**src/rtl/rev_pkg.sv**
```systemverilog
package rev_pkg;
  localparam int unsigned QC_CNOT  = 1;
  localparam int unsigned QC_PERES = 4;

  // Gate count of the plain n-bit chain: per stage 1 CNOT + 2 Peres, plus LSB CNOT.
  function automatic int unsigned gates_plain(input int unsigned n);
    return 3 * n + 1;
  endfunction

  function automatic int unsigned garbage_plain(input int unsigned n);
    return 2 * n + 1;
  endfunction

  function automatic int unsigned qcost_plain(input int unsigned n);
    return n * (QC_CNOT + 2 * QC_PERES) + QC_CNOT;
  endfunction
endpackage

```
**src/rtl/rev_cnot.sv**
```systemverilog
module rev_cnot (
  input  logic a_i,
  input  logic b_i,
  output logic a_o,
  output logic b_o
);
  assign a_o = a_i;
  assign b_o = a_i ^ b_i;
endmodule

```
**src/rtl/rev_peres.sv**
```systemverilog
module rev_peres (
  input  logic a_i,
  input  logic b_i,
  input  logic c_i,
  output logic a_o,
  output logic b_o,
  output logic c_o
);
  assign a_o = a_i;
  assign b_o = a_i ^ b_i;
  assign c_o = (a_i & b_i) ^ c_i;
endmodule

```
**src/rtl/rev_addsub_stage.sv**
```systemverilog
module rev_addsub_stage (
  input  logic ctl_i,
  input  logic x_i,
  input  logic y_i,
  input  logic cin_i,
  input  logic anc_i,
  output logic ctl_o,
  output logic gx_o,
  output logic gp_o,
  output logic s_o,
  output logic cout_o
);
  logic y_eff;
  logic p_w;
  logic g_w;

  rev_cnot u_inv (
    .a_i(ctl_i), .b_i(y_i),
    .a_o(ctl_o), .b_o(y_eff)
  );

  rev_peres u_half0 (
    .a_i(x_i), .b_i(y_eff), .c_i(anc_i),
    .a_o(gx_o), .b_o(p_w), .c_o(g_w)
  );

  rev_peres u_half1 (
    .a_i(p_w), .b_i(cin_i), .c_i(g_w),
    .a_o(gp_o), .b_o(s_o), .c_o(cout_o)
  );
endmodule

```
**src/rtl/rev_addsub.sv**
```systemverilog
module rev_addsub #(
  parameter int unsigned N = 4
) (
  input  logic         sub_i,
  input  logic         anc_cin_i,
  input  logic         anc_ovf_i,
  input  logic [N-1:0] x_i,
  input  logic [N-1:0] y_i,
  input  logic [N-1:0] anc_i,
  output logic         ctl_o,
  output logic [N-1:0] gx_o,
  output logic [N-1:0] gp_o,
  output logic [N-1:0] res_o,
  output logic         cout_o,
  output logic         ovf_o
);
  import rev_pkg::*;

  localparam int unsigned GARBAGE_W = garbage_plain(N);
  localparam int unsigned LINES_W   = 3 * N + 3;

  logic [N:0]           ctl_chain;
  logic [N:0]           carry;
  logic [N-1:0]         stage_cin;
  logic                 msb_cin;
  logic                 cin_copy;
  logic [GARBAGE_W-1:0] garbage;
  logic [N-1:0]         gx_w;
  logic [N-1:0]         gp_w;
  logic [LINES_W-1:0]   out_lines;

  // LSB carry-in: mode line XORed onto a zero ancilla.
  rev_cnot u_lsb (
    .a_i(sub_i), .b_i(anc_cin_i),
    .a_o(ctl_chain[0]), .b_o(carry[0])
  );

  // Copy the carry entering the top stage onto the overflow ancilla.
  rev_cnot u_ovf_copy (
    .a_i(carry[N-1]), .b_i(anc_ovf_i),
    .a_o(msb_cin), .b_o(cin_copy)
  );

  for (genvar i = 0; i < N; i++) begin : g_stage
    if (i == N - 1) begin : g_top
      assign stage_cin[i] = msb_cin;
    end else begin : g_low
      assign stage_cin[i] = carry[i];
    end

    rev_addsub_stage u_stage (
      .ctl_i (ctl_chain[i]),
      .x_i   (x_i[i]),
      .y_i   (y_i[i]),
      .cin_i (stage_cin[i]),
      .anc_i (anc_i[i]),
      .ctl_o (ctl_chain[i+1]),
      .gx_o  (gx_w[i]),
      .gp_o  (gp_w[i]),
      .s_o   (res_o[i]),
      .cout_o(carry[i+1])
    );
  end

  // Overflow: top carry-out XORed onto the copied top carry-in.
  rev_cnot u_ovf_xor (
    .a_i(carry[N]), .b_i(cin_copy),
    .a_o(cout_o), .b_o(ovf_o)
  );

  assign garbage   = {ctl_chain[N], gx_w, gp_w};
  assign out_lines = {garbage, res_o, cout_o, ovf_o};
  assign ctl_o     = out_lines[LINES_W-1];
  assign gx_o      = out_lines[LINES_W-2 -: N];
  assign gp_o      = out_lines[LINES_W-2-N -: N];
endmodule

```
**config.mk**
```make
export PLATFORM = sky130hd
export DESIGN_NAME = rev_addsub
export DESIGN_NICKNAME = d
export VERILOG_FILES = /design/src/rtl/rev_pkg.sv /design/src/rtl/rev_cnot.sv /design/src/rtl/rev_peres.sv /design/src/rtl/rev_addsub_stage.sv /design/src/rtl/rev_addsub.sv
export SDC_FILE = /design/constraint.sdc
export NUM_CORES = 1
export LEC_CHECK = 0
export BUFFER_PORTS_ARGS = -buffer_cell sky130_fd_sc_hd__buf_2
export CORE_AREA = 5 5 42 44
export DETAILED_ROUTE_END_ITERATION = 6
export DIE_AREA = 0 0 47 49
export PLACE_DENSITY = 0.64
export SLEW_MARGIN = 20
export SYNTH_ARGS = -nofsm -noshare
export SYNTH_HDL_FRONTEND = slang
export SYNTH_SLANG_ARGS = --single-unit
export TNS_END_PERCENT = 50
```
**constraint.sdc**
```tcl
create_clock -name vclk -period 7.5
set_input_delay 0.375 -clock vclk [all_inputs]
set_output_delay 0.375 -clock vclk [all_outputs]
set_load 0.05 [all_outputs]
```
After elaboration in Yosys (flattened, before gate mapping):

Cells that the tools add are included.

* bits of input ports: 15
* output and inout bits: 15
* flip-flop bits (word level): 0

* bitwise logic cells: 31

Operator list (count)
* bitwise XOR 1 bit: 23
* bitwise AND 1 bit: 8

Logic depth before layout (Yosys ltp):

* depth after elaboration: 11
* depth in mapped cells: 15

Modules after synthesis:

A second synthesis with hierarchy kept.

* cells, all modules: 38
* area total of the unflattened synthesis: 344.1 um^2

By module, submodules not included
* rev_peres: times used 8, seq. area each 0.0 um^2, area an instance 28.8 um^2, cells each 3
* rev_cnot: times used 7, seq. area each 0.0 um^2, area an instance 16.3 um^2, cells each 2

Least setup slack after synthesis:

Ideal clock, no wire load.

* path type: input port to output port
* start point: in sub_i
* end point: out ovf_o
* data arrival time: 3536 ps
* required time: 7125 ps
* stages: 15
* path buffers: 1
* path slack: 3589 ps
* cell sequence: buf_2 -> xor2_1 -> ha_1 -> ha_1 -> xnor2_1 -> ha_1 -> xnor2_1 -> xnor2_1 -> ha_1 -> xnor2_1 -> xnor2_1 -> ha_1 -> xnor2_2 -> xnor2_1 -> xnor2_1

* longest elaborated chain between the ends: 11

RTL lines
* start, declared: RTL line rev_addsub.sv:4 `input logic sub_i,`
* bitwise XOR 1 bit (*): RTL line rev_cnot.sv:8 `assign b_o = a_i ^ b_i;`
* bitwise XOR 1 bit (*): RTL line rev_peres.sv:10 `assign b_o = a_i ^ b_i;`
* named net g_stage[0].u_stage.gp_o: RTL line rev_addsub_stage.sv:9 `output logic gp_o,`
* bitwise AND 1 bit (*): RTL line rev_peres.sv:11 `assign c_o = (a_i & b_i) ^ c_i;`
* bitwise XOR 1 bit (*): RTL line rev_peres.sv:11
* bitwise AND 1 bit (*): RTL line rev_peres.sv:11
* bitwise XOR 1 bit (*): RTL line rev_peres.sv:11
* bitwise AND 1 bit (*): RTL line rev_peres.sv:11
* bitwise XOR 1 bit (*): RTL line rev_peres.sv:11
* bitwise AND 1 bit: RTL line rev_peres.sv:11
* bitwise XOR 1 bit: RTL line rev_peres.sv:11
* bitwise XOR 1 bit (*): RTL line rev_cnot.sv:8
* end, declared: RTL line rev_addsub.sv:15 `output logic ovf_o`

The timed path passes the listed nets; every way through them passes the cells marked *.

Worst setup path after layout:

* start point: in sub_i
* end point: out ovf_o

* longest elaborated chain between the ends: 11

RTL lines (RTL line)
* bitwise XOR 1 bit: rev_cnot.sv:8
* bitwise XOR 1 bit or bitwise AND 1 bit (tied branches): rev_peres.sv:10, rev_peres.sv:11
* bitwise AND 1 bit or bitwise XOR 1 bit (tied branches): rev_peres.sv:11
* bitwise XOR 1 bit: rev_peres.sv:11
* bitwise AND 1 bit: rev_peres.sv:11
* bitwise XOR 1 bit: rev_peres.sv:11
* bitwise AND 1 bit: rev_peres.sv:11
* bitwise XOR 1 bit: rev_peres.sv:11
* bitwise AND 1 bit: rev_peres.sv:11
* bitwise XOR 1 bit: rev_peres.sv:11
* bitwise XOR 1 bit (*): rev_cnot.sv:8

Mark *: on every way between the ends. The rest lies on a longest branch, timed or not.

==> results.toml <==
[detailed_routing]
met3_length_um = 98
met2_length_um = 273
vias = 271
wl_per_cell_um = 8.46
via_per_inst = 3.87
routed_wl_um = 592
route.detailed.drc = 0
ant_nets = 0
routed.top_layer = "met3"
drtIter0Drc = 0
dr.pass1.iters = 1
drt-met1-wl_um = 220

[power_and_ir_drop]
seq_power_share_pct = 0
pwr-share-comb_pct = 100.0
sw_frac_of_total_pct = 72.9
p_leak_nw = 0.227
fin_total_pwr_mw = 0.135
ir_drop_mv = 0.103
powerDensity_nw_per_um2 = 323
p_sw_mw = 0.0983
p_int_mw = 0.0365
clockPowerShare_pct = 0

[floorplanning]
ios = 30
row_count = 14
die_area_um2 = 2300
start_util_pct = 25.0
die_w_um = 47
die_h_um = 49
coreArea_um2 = 1400

[timing]
fin_setup_tns_ns = 0
tightest_slew_ns = 0.275
relSlewSlack_pct = 81.5
fmax_mhz = 273
rsz0062_at_grt = "false"
hold_violations = 0
timing.final.ws_setup_ns = 3.84
post-route-min-period_ns = 3.66
setup_violations = 0
drv_slew = 0
period_share_pct = 48.9

[global_routing]
grt_pass1_vias = 238
grt_max_degree = 7
grt_overflow = 0
grt_usage_pct = 4.70
antenna_found_initial = 0
grt_first_pass_wirelength_um = 883

[logic_synthesis]
yosysUniqueCellTypes = 6
syn_avg_cell_area_um2 = 9.22
synth-seq-area-share_pct = 0
syn_inst = 38
synth_area_um2 = 350
syn_nets = 61
yosysWarnings = 0

[clock_network]
postCtsResizedCells = 0
hold_buffers = 0
cts_setup_buffers = 0

[setup_path]
crit_slowest_cell = "ha_1"
endpoint_kind = "output port"
required_ns = 7.12
crit_top_cell = "xnor2_1"
critical_path_arrival_ns = 3.29
cp-start-kind = "primary input"
criticalPathCategory = "in -> out"
crit_chain = "buf_2, xor2_1, ha_1, ha_1, xnor2_1, ha_1, xnor2_1, xnor2_1, ha_1, xnor2_1, xnor2_1, ha_1, xnor2_2, xnor2_1, xnor2_1, buf_2"
crit_fanout = 6
max_stage_delay_ns = 0.29

[worst_hold_path]
hp-class = "in -> out"

[placed_design]
place.gp.congestion = 0.626
portBuffers = 30
pre_cts_ws_ns = 3.75

[final_layout]
final_common_cell = "buf_2"
multi_input_area_um2 = 248
nClkBuffers = 0
fillers = 163
area_delta_synth_final_pct = 19.3
postLayoutCoreUtil_pct = 29.8
fin_nets = 79
final_cell_mix = "buf_2, xnor2_1, ha_1"
seq_area_um2 = 0
final_layout_size_suffix_gt1_share_pct = 57.4
seq_cell_count = 0
diodes = 0

[run_status]
outcome = "finished, final reports clean"

[run]
maxCapViolations = 0
==> power by group through the flow <==
stage	sequential [mW]	combinational, mW	clock, mW
after global routing	0	0.143	0
after detailed placement	0	0.137	0
after floorplan	0	0.130	0
after CTS	0	0.137	0
final	0	0.135	0
after global placement	0	0.136	0
==> routing by layer <==
metal / track usage, % / vias to the layer above
li1: - / 143
met1: 6.30 / 108
met2: 8.37 / 20
met3: 0.369 / 0
met4: 0 / 0
met5: 0 / -
==> worst max-delay path, delay by kind of cell <==
| family | cells | cell delay (ns) |
|---|---|---|
| buffers and inverters | 2 | 0.42 |
| adder cells (fa/ha/maj) | 5 | 1.13 |
| XOR/XNOR | 9 | 1.37 |
==> cell families after synthesis <==
kind of cell,synth area share [%]
buf+inv,29.3
xor+xnor,42.1
fa+ha+maj,28.6
==> through the flow <==
stage / area (um^2) / hold WS, ns / instances
floorplan: 350 / 0.917 / 38
global placement: 418 / 1.06 / 70
detailed placement: 418 / 1.06 / 70
global route: 418 / 1.06 / 70
finish: 418 / 1.06 / 70
CTS: 418 / 1.06 / 70
==> worst paths after layout <==
check | start | to | slack [ns] | depth (start not counted)
max | sub_i | ovf_o | 3.84 | 16
min | x_i[3] | gx_o[3] | 1.06 | 2
==> cell type report <==
| type | instances | share of cell area, % |
|---|---|---|
| Tap cell | 16 | 4.79 |
| Timing Repair Buffer | 30 | 35.9 |
| Multi-Input combinational cell | 24 | 59.3 |
==> cell usage after synthesis, drive strengths merged <==
cell	number	area [um^2]
buf	14	103
xnor2	11	104
ha	8	100
xor2	5	43.8
(Power assumes the default switching activity.)
